<file path="src/rtl/csbu_pkg.sv">
package csbu_pkg;

    localparam int ADDR_W = 12;
    localparam int DATA_W = 8;

    localparam logic [ADDR_W-1:0] REG_CAL_CTRL = 12'h0F3;
    localparam logic [ADDR_W-1:0] REG_REF_STAT = 12'h22C;
    localparam logic [ADDR_W-1:0] REG_PLL_STAT = 12'h22D;
    localparam logic [ADDR_W-1:0] REG_UPDATE   = 12'h234;
    localparam logic [DATA_W-1:0] UPDATE_VAL   = 8'h01;

    localparam int CAL_BIT  = 1;
    localparam int LOCK_BIT = 1;
    localparam int BUSY_BIT = 0;
    localparam int HOLD_BIT = 3;

    localparam int CFG_DEPTH = 4;

    typedef enum logic [3:0] {
        S_IDLE, S_WRITE, S_READBACK, S_UPDATE, S_CAL_START,
        S_CAL_POLL, S_CAL_STOP, S_CHECK_LOCK, S_DONE, S_ERROR
    } seq_state_e;

    typedef enum logic [1:0] {
        PH_CFG, PH_CAL_ON, PH_CAL_OFF
    } upd_phase_e;

    typedef struct packed {
        logic              wr;
        logic [ADDR_W-1:0] addr;
        logic [DATA_W-1:0] data;
    } bus_cmd_t;

    function automatic bus_cmd_t cfg_entry(input int idx);
        bus_cmd_t c;
        c.wr = 1'b1;
        case (idx)
            0:       begin c.addr = 12'h010; c.data = 8'h7C; end
            1:       begin c.addr = 12'h01A; c.data = 8'hE7; end
            2:       begin c.addr = 12'h0F0; c.data = 8'h0A; end
            3:       begin c.addr = 12'h0F2; c.data = 8'h03; end
            default: begin c.addr = '0;      c.data = '0;    end
        endcase
        return c;
    endfunction

    function automatic logic [DATA_W-1:0] cal_mask();
        return DATA_W'(1) << CAL_BIT;
    endfunction

endpackage

</file>
<file path="src/rtl/csbu_cfg_rom.sv">
module csbu_cfg_rom
    import csbu_pkg::*;
#(
    parameter int DEPTH = CFG_DEPTH,
    localparam int IDX_W = (DEPTH > 1) ? $clog2(DEPTH) : 1
) (
    input  logic [IDX_W-1:0] idx,
    output bus_cmd_t         entry
);
    bus_cmd_t rom [DEPTH];

    for (genvar g = 0; g < DEPTH; g++) begin : g_rom
        assign rom[g] = cfg_entry(g);
    end

    assign entry = rom[idx];
endmodule

</file>
<file path="src/rtl/csbu_bus_xact.sv">
module csbu_bus_xact
    import csbu_pkg::*;
(
    input  logic              clk,
    input  logic              rst,
    input  logic              go,
    input  bus_cmd_t          cmd,
    output logic              busy,
    output logic              fin,
    output logic              req_valid_o,
    input  logic              req_ready_i,
    output logic              req_write_o,
    output logic [ADDR_W-1:0] req_addr_o,
    output logic [DATA_W-1:0] req_wdata_o,
    input  logic              rsp_valid_i
);
    typedef enum logic [1:0] {X_IDLE, X_REQ, X_WAIT} xact_state_e;

    xact_state_e xs;
    bus_cmd_t    cmd_q;

    always_ff @(posedge clk) begin
        if (rst) begin
            xs    <= X_IDLE;
            cmd_q <= '0;
        end else begin
            case (xs)
                X_IDLE: if (go) begin
                    cmd_q <= cmd;
                    xs    <= X_REQ;
                end
                X_REQ:  if (req_ready_i) xs <= X_WAIT;
                X_WAIT: if (rsp_valid_i) xs <= X_IDLE;
                default: xs <= X_IDLE;
            endcase
        end
    end

    assign busy        = (xs != X_IDLE);
    assign fin         = (xs == X_WAIT) && rsp_valid_i;
    assign req_valid_o = (xs == X_REQ);
    assign req_write_o = cmd_q.wr;
    assign req_addr_o  = cmd_q.addr;
    assign req_wdata_o = cmd_q.data;
endmodule

</file>
<file path="src/rtl/csbu_poll_pacer.sv">
module csbu_poll_pacer #(
    parameter int SETTLE_CYC = 8,
    parameter int POLL_W     = 16,
    localparam int SW = (SETTLE_CYC > 0) ? $clog2(SETTLE_CYC + 1) : 1
) (
    input  logic              clk,
    input  logic              rst,
    input  logic              arm,
    input  logic              clear,
    input  logic              count,
    input  logic [POLL_W-1:0] limit,
    output logic              elapsed,
    output logic              last_poll
);
    logic [SW-1:0]     settle_q;
    logic [POLL_W-1:0] busy_q;

    always_ff @(posedge clk) begin
        if (rst) begin
            settle_q <= '0;
            busy_q   <= '0;
        end else begin
            if (arm)                 settle_q <= SW'(SETTLE_CYC);
            else if (settle_q != '0) settle_q <= settle_q - 1'b1;
            if (clear)               busy_q <= '0;
            else if (count)          busy_q <= busy_q + 1'b1;
        end
    end

    assign elapsed   = (settle_q == '0);
    assign last_poll = ({1'b0, busy_q} + (POLL_W+1)'(1)) >= {1'b0, limit};
endmodule

</file>
<file path="src/rtl/clksynth_bringup_seq.sv">
module clksynth_bringup_seq
    import csbu_pkg::*;
#(
    parameter int CFG_LEN    = CFG_DEPTH,
    parameter int SETTLE_CYC = 8,
    parameter int POLL_W     = 16,
    localparam int IDX_W = (CFG_LEN > 1) ? $clog2(CFG_LEN) : 1
) (
    input  logic              clk,
    input  logic              rst,
    input  logic              start_i,
    input  logic [POLL_W-1:0] poll_limit_i,
    output logic              req_valid_o,
    input  logic              req_ready_i,
    output logic              req_write_o,
    output logic [ADDR_W-1:0] req_addr_o,
    output logic [DATA_W-1:0] req_wdata_o,
    input  logic              rsp_valid_i,
    input  logic [DATA_W-1:0] rsp_rdata_i,
    output logic              done_o,
    output logic              error_o,
    output logic              locked_o,
    output logic              holdover_o,
    output logic              timeout_o
);
    seq_state_e        state;
    upd_phase_e        phase;
    logic [IDX_W-1:0]  idx;
    logic              pend, rmw_wr;
    logic [DATA_W-1:0] rmw_val;
    logic              done_q, locked_q, hold_q, tout_q;

    bus_cmd_t rom_entry, cmd;
    logic     go, xbusy, fin, need_xact;
    logic     settle_ok, last_poll;
    logic     pace_arm, pace_clear, pace_count;

    csbu_cfg_rom #(.DEPTH(CFG_LEN)) u_rom (.idx(idx), .entry(rom_entry));

    csbu_bus_xact u_xact (
        .clk(clk), .rst(rst), .go(go), .cmd(cmd), .busy(xbusy), .fin(fin),
        .req_valid_o(req_valid_o), .req_ready_i(req_ready_i),
        .req_write_o(req_write_o), .req_addr_o(req_addr_o),
        .req_wdata_o(req_wdata_o), .rsp_valid_i(rsp_valid_i)
    );

    csbu_poll_pacer #(.SETTLE_CYC(SETTLE_CYC), .POLL_W(POLL_W)) u_pacer (
        .clk(clk), .rst(rst), .arm(pace_arm), .clear(pace_clear),
        .count(pace_count), .limit(poll_limit_i),
        .elapsed(settle_ok), .last_poll(last_poll)
    );

    // Command selection for the current step
    always_comb begin
        cmd       = '0;
        need_xact = 1'b1;
        case (state)
            S_WRITE:      cmd = rom_entry;
            S_READBACK:   cmd = '{wr: 1'b0, addr: rom_entry.addr, data: '0};
            S_UPDATE:     cmd = '{wr: 1'b1, addr: REG_UPDATE, data: UPDATE_VAL};
            S_CAL_START:  cmd = '{wr: rmw_wr, addr: REG_CAL_CTRL,
                                  data: rmw_wr ? (rmw_val | cal_mask()) : '0};
            S_CAL_STOP:   cmd = '{wr: rmw_wr, addr: REG_CAL_CTRL,
                                  data: rmw_wr ? (rmw_val & ~cal_mask()) : '0};
            S_CAL_POLL: begin
                cmd       = '{wr: 1'b0, addr: REG_PLL_STAT, data: '0};
                need_xact = settle_ok;
            end
            S_CHECK_LOCK: cmd = '{wr: 1'b0, addr: REG_REF_STAT, data: '0};
            default:      need_xact = 1'b0;
        endcase
        go = need_xact && !pend && !xbusy;
    end

    always_comb begin
        pace_clear = fin && (state == S_UPDATE) && (phase == PH_CAL_ON);
        pace_count = fin && (state == S_CAL_POLL) && rsp_rdata_i[BUSY_BIT];
        pace_arm   = pace_clear || pace_count;
    end

    always_ff @(posedge clk) begin
        if (rst) begin
            state    <= S_IDLE;
            phase    <= PH_CFG;
            idx      <= '0;
            pend     <= 1'b0;
            rmw_wr   <= 1'b0;
            rmw_val  <= '0;
            done_q   <= 1'b0;
            locked_q <= 1'b0;
            hold_q   <= 1'b0;
            tout_q   <= 1'b0;
        end else begin
            done_q <= 1'b0;
            if (go)  pend <= 1'b1;
            if (fin) pend <= 1'b0;
            case (state)
                S_IDLE, S_ERROR: if (start_i) begin
                    state    <= S_WRITE;
                    idx      <= '0;
                    locked_q <= 1'b0;
                    hold_q   <= 1'b0;
                    tout_q   <= 1'b0;
                end
                S_WRITE: if (fin) state <= S_READBACK;
                S_READBACK: if (fin) begin
                    if (rsp_rdata_i != rom_entry.data) begin
                        state <= S_ERROR;
                    end else if (idx == IDX_W'(CFG_LEN - 1)) begin
                        state <= S_UPDATE;
                        phase <= PH_CFG;
                    end else begin
                        idx   <= idx + 1'b1;
                        state <= S_WRITE;
                    end
                end
                S_UPDATE: if (fin) begin
                    rmw_wr <= 1'b0;
                    case (phase)
                        PH_CFG:    state <= S_CAL_START;
                        PH_CAL_ON: state <= S_CAL_POLL;
                        default:   state <= S_CHECK_LOCK;
                    endcase
                end
                S_CAL_START, S_CAL_STOP: if (fin) begin
                    if (!rmw_wr) begin
                        rmw_val <= rsp_rdata_i;
                        rmw_wr  <= 1'b1;
                    end else begin
                        rmw_wr <= 1'b0;
                        state  <= S_UPDATE;
                        phase  <= (state == S_CAL_START) ? PH_CAL_ON : PH_CAL_OFF;
                    end
                end
                S_CAL_POLL: if (fin) begin
                    hold_q <= rsp_rdata_i[HOLD_BIT];
                    if (!rsp_rdata_i[BUSY_BIT]) begin
                        state  <= S_CAL_STOP;
                        rmw_wr <= 1'b0;
                    end else if (last_poll) begin
                        tout_q <= 1'b1;
                        state  <= S_ERROR;
                    end
                end
                S_CHECK_LOCK: if (fin) begin
                    locked_q <= rsp_rdata_i[LOCK_BIT];
                    if (rsp_rdata_i[LOCK_BIT]) begin
                        state  <= S_DONE;
                        done_q <= 1'b1;
                    end else begin
                        state <= S_ERROR;
                    end
                end
                S_DONE:  state <= S_IDLE;
                default: state <= S_IDLE;
            endcase
        end
    end

    assign done_o     = done_q;
    assign error_o    = (state == S_ERROR);
    assign locked_o   = locked_q;
    assign holdover_o = hold_q;
    assign timeout_o  = tout_q;
endmodule

</file>
<file path="config.mk">
export PLATFORM = sky130hd
export DESIGN_NAME = clksynth_bringup_seq
export DESIGN_NICKNAME = d
export VERILOG_FILES = /design/src/rtl/csbu_pkg.sv /design/src/rtl/csbu_cfg_rom.sv /design/src/rtl/csbu_bus_xact.sv /design/src/rtl/csbu_poll_pacer.sv /design/src/rtl/clksynth_bringup_seq.sv
export SDC_FILE = /design/constraint.sdc
export NUM_CORES = 1
export LEC_CHECK = 0
export CAP_MARGIN = 20
export CORE_ASPECT_RATIO = 0.5
export CORE_UTILIZATION = 36
export CTS_CLUSTER_DIAMETER = 50
export DETAILED_ROUTE_END_ITERATION = 10
export DONT_BUFFER_PORTS = 1
export PLACE_DENSITY = 0.62
export SETUP_SLACK_MARGIN = 0.15
export SLEW_MARGIN = 10
export SYNTH_ARGS = -nofsm -noshare
export SYNTH_HDL_FRONTEND = slang
export SYNTH_SLANG_ARGS = --single-unit
</file>
<file path="constraint.sdc">
create_clock -name clk -period 3.45 [get_ports clk]
set_input_delay 0 -clock clk [delete_from_list [all_inputs] [get_ports clk]]
set_output_delay 0 -clock clk [all_outputs]
set_load 0.005 [all_outputs]
</file>
==> results.sh <==
export IMPL_clk_latency_ns=0.33
export IMPL_hold_violations=0
export IMPL_regToRegSetupSlack_ns=0.29
export IMPL_placed_area_mm2=0.003583
export IMPL_pwr_share_comb_pct=28.7
export IMPL_antenna_found_initial=0
export IMPL_vias=3137
export IMPL_seq_power_share_pct=36.5
export IMPL_place_gp_congestion=0.8174
export IMPL_setup_tns_ns=0
export IMPL_crit_path_end_kind="register"
export IMPL_area_growth_pct=18.52
export IMPL_tightest_slew_ns=0.7948
export IMPL_fin_area_mm2=0.004139
export IMPL_fmax_mhz=316.4
export IMPL_port_buffers=0
export IMPL_reg2reg_depth=12
export IMPL_grt_max_degree=43
export IMPL_core_rowCount=24
export IMPL_cts_sinks=59
export IMPL_synth_top_cell_area_share_pct=33.82
export IMPL_io_pins=56
export IMPL_synth_cells=428
export IMPL_arrival_ns=3.37
export IMPL_setup_violations=0
export IMPL_status="completed"
export IMPL_pre_cts_ws_ns=0.1155
export IMPL_hold_class="input pin to register"
export IMPL_hpwlAfterDp_mm=6.074
export IMPL_drtIter0Drc=289
export IMPL_reg2reg_to="state[2]"
export IMPL_holdPathEnd="timeout_o"
export IMPL_synth_compound_area_share_pct=21.32
export IMPL_grt_pass1_wl_mm=14.55
export IMPL_diodes=0
export IMPL_placed_cells=542
export IMPL_cts_path_max_buffers=2
export IMPL_die_y_um=71.65
export IMPL_crit_chain="ha_2, and4_4, nand4_4, nand2b_4, xnor2_1, ha_1, nand3_1, or3_4, nor4_4, nor3_1, a31o_2, mux2_4"
export IMPL_utilization_pct=45.79
export IMPL_synth_ff_type="dfxtp_1"
export IMPL_muxShareOfSynthArea_pct=2.436
export IMPL_start_util_pct=38.64
export IMPL_synth_top_family_by_area="simple AND/OR/NAND/NOR gates"
export IMPL_crit_path_max_incr_delay_ns=0.43
export IMPL_yosysSeqAreaShare_pct=33.82
export IMPL_ys_types=61
export IMPL_routedWlPerCell_um=15.29
export IMPL_worst_clock_skew_ns=0.007946
export IMPL_vias_per_cell=5.427
export IMPL_min_delay_start="start_i"
export IMPL_die_area_mm2=0.01012
export IMPL_drv_cap=0
export IMPL_regArea_mm2=0.001186
export IMPL_clkTransAtPathRegs_ns=0.05
export IMPL_yosysTopAreaCell="dfxtp_1"
export IMPL_cp_max_fo=7
export IMPL_stdcell_count=578
export IMPL_cts_tree="yes"
export IMPL_switching_share_pct=35.43
export IMPL_yosys_warnings=0
export IMPL_min_period_over_period_pct=91.60
export IMPL_worstSetupPathType="register to register"
export IMPL_routed_wl_mm=8.837
export IMPL_maxSlewHeadroom_pct=46.94
export IMPL_drcViolationCount=0
export IMPL_core_area_mm2=0.009039
export IMPL_track_usage_pct=18.57
export IMPL_final_max_slew_violation_count=0
export IMPL_synth_xor_area_share_pct=4.264
export IMPL_crit_required_ns=3.66
export IMPL_r2r_start="u_pacer.busy_q[0]"
export IMPL_ys_top_cells_by_area="dfxtp_1, ha_1, nor2_1"
export IMPL_multi_input_area_mm2=0.002127
export IMPL_fin_crit_ns=3.160
export IMPL_synth_edff_count=0
export IMPL_root_buffer="clkbuf_16"
export IMPL_dr_pass1_iters=4
export IMPL_rsz0062_at_grt="no"
export IMPL_ys_ff_latch=59
export IMPL_clkPwrFrac_pct=34.8
export IMPL_numCtsBuffers=9
export IMPL_dieWidth_um=141.3
export IMPL_synth_simple_area_share_pct=22.86
export IMPL_cp_slowest_cell="or3_4"
export IMPL_worstSetupStartpointType="register"
export IMPL_yosys_area_share_adder_pct=8.527
export IMPL_p_per_area_mw_per_mm2=619.8
export IMPL_first_global_vias=2939
export IMPL_antenna_left=0
export IMPL_min_path_cells=2
export IMPL_grt_overflow=0
export IMPL_peakVddDrop_v=0.0004065
export IMPL_leakage_nw=1.606
export IMPL_synth_area_mm2=0.003492
export IMPL_synthArstFlopShare_pct=0
export IMPL_syn_area_per_cell_um2=8.159
export IMPL_fillerInstances=886
export IMPL_fin_nets=495
export IMPL_p_switching_w=0.0009088
export IMPL_fin_ws_ns=0.2899
export IMPL_intPower_w=0.001657
export IMPL_htreeDepth=3
export IMPL_drive_above_1_share_pct=10.04
-- cell usage after synthesis, types with 2 or more instances --
cell type,instances
and3_1,4
o31ai_1,6
nand2_1,19
ha_1,23
xnor2_1,12
a2111oi_0,3
a211oi_1,12
xor2_1,5
a21o_1,2
and4_1,3
and2_1,3
a221oi_1,4
dfxtp_1,59
nand2b_1,4
clkbuf_1,10
a22o_1,11
nor2_1,49
o21ai_1,4
nor2b_1,6
mux2i_1,7
buf_4,7
buf_2,6
o21a_1,2
nand3_1,18
nor4_1,3
inv_1,28
or3_1,4
nor3_1,24
a21oi_1,33
nand4_1,9
o21ai_0,17
o211ai_1,2
-- sequential cells by signal (all words and copies together), names as in the netlist --
signal / flops
timeout_o: 1
rmw_wr: 1
rmw_val: 7
u_xact.req_addr_o: 7
idx: 2
phase: 2
u_xact.xs: 2
u_pacer.settle_q: 4
u_pacer.busy_q: 16
u_xact.req_write_o: 1
u_xact.req_wdata_o: 8
pend: 1
done_o: 1
state: 4
locked_o: 1
holdover_o: 1
-- per-layer routing --
metal	vias up	share of wire, %	global-route usage (%)	wire (µm)
met2	74	45	29.26	3942
met4	0	0.58	5.676	51
met1	1473	49	24.09	4337
li1	1586	-	-	-
met5	-	0	0	0
met3	4	5.7	6.283	506
-- power by group through the flow --
stage	clock (W)	sequential, W	combinational, W
detailed placement	0	0.000946	0.000709
global route	0.000948	0.000956	0.000845
finish	0.000892	0.000937	0.000737
global placement	0	0.000948	0.000702
floorplan	0	0.000862	0.000629
CTS	0.000915	0.000933	0.000737
-- what timing repair did --
| item | in CTS | in global routing |
|---|---|---|
| endpoints found under the hold margin | 42 | 0 |
| hold buffers | 18 | 0 |
| resized for setup | 2 | 11 |
| pin swaps | 0 | 1 |
| setup endpoints to repair | 1 | 4 |
| buffers inserted | 0 | 2 |
-- critical path: cells and delay by family (launching register included) --
| kind | cells | cell delay (ns) |
|---|---|---|
| adder cells (fa/ha/maj) | 2 | 0.52 |
| multiplexers | 1 | 0.30 |
| AO/OA/AOI/OAI | 1 | 0.28 |
| flip-flops | 1 | 0.36 |
| AND/OR/NAND/NOR | 7 | 1.45 |
| XOR/XNOR | 1 | 0.13 |
-- layout by cell type (no fill, tap or decap), types with 17 or more instances in the layout --
| cell | n |
|---|---|
| dfxtp_1 | 55 |
| nor2_1 | 48 |
| a21oi_1 | 33 |
| inv_1 | 28 |
| nor3_1 | 24 |
| ha_1 | 22 |
| nand2_1 | 19 |
| nand3_1 | 18 |
| o21ai_0 | 17 |
| dlygate4sd3_1 | 17 |
-- kinds of logic after synthesis --
logic type,Yosys count
AO/OA/AOI/OAI,111
XOR/XNOR,17
multiplexers,8
buffers and inverters,53
flip-flops,59
AND/OR/NAND/NOR,155
other,1
adder cells (fa/ha/maj),24
-- through the flow --
step / hold WS [ns] / power (W)
2_1_floorplan: 0.1472 / 0.001492
3_3_place_gp: 0.07719 / 0.001651
3_5_place_dp: 0.07938 / 0.001654
4_1_cts: 0.05214 / 0.002586
5_1_grt: 0.07016 / 0.002749
6_report: 0.07077 / 0.002566
-- how the worst max path moves through the flow --
stage	start	endpoint	slack, ns	depth (start not counted)
floorplan	u_pacer.busy_q[0]	state[2]	0.41	12
global placement	u_pacer.busy_q[0]	state[2]	0.24	12
detailed placement	u_pacer.busy_q[0]	state[2]	0.12	12
CTS	u_pacer.busy_q[0]	state[2]	0.15	12
global route	u_pacer.busy_q[0]	state[2]	0.16	12
finish	u_pacer.busy_q[0]	state[2]	0.29	12
-- cell type report --
cell class / count / share of cell area [%]
Clock buffer: 10 / 5.774
Clock inverter: 6 / 1.572
Inverter: 29 / 2.630
Multi-Input combinational cell: 318 / 51.39
Sequential cell: 59 / 28.66
Tap cell: 130 / 3.930
Timing Repair Buffer: 26 / 6.046
Note: power is estimated with default switching activity, not from simulation.
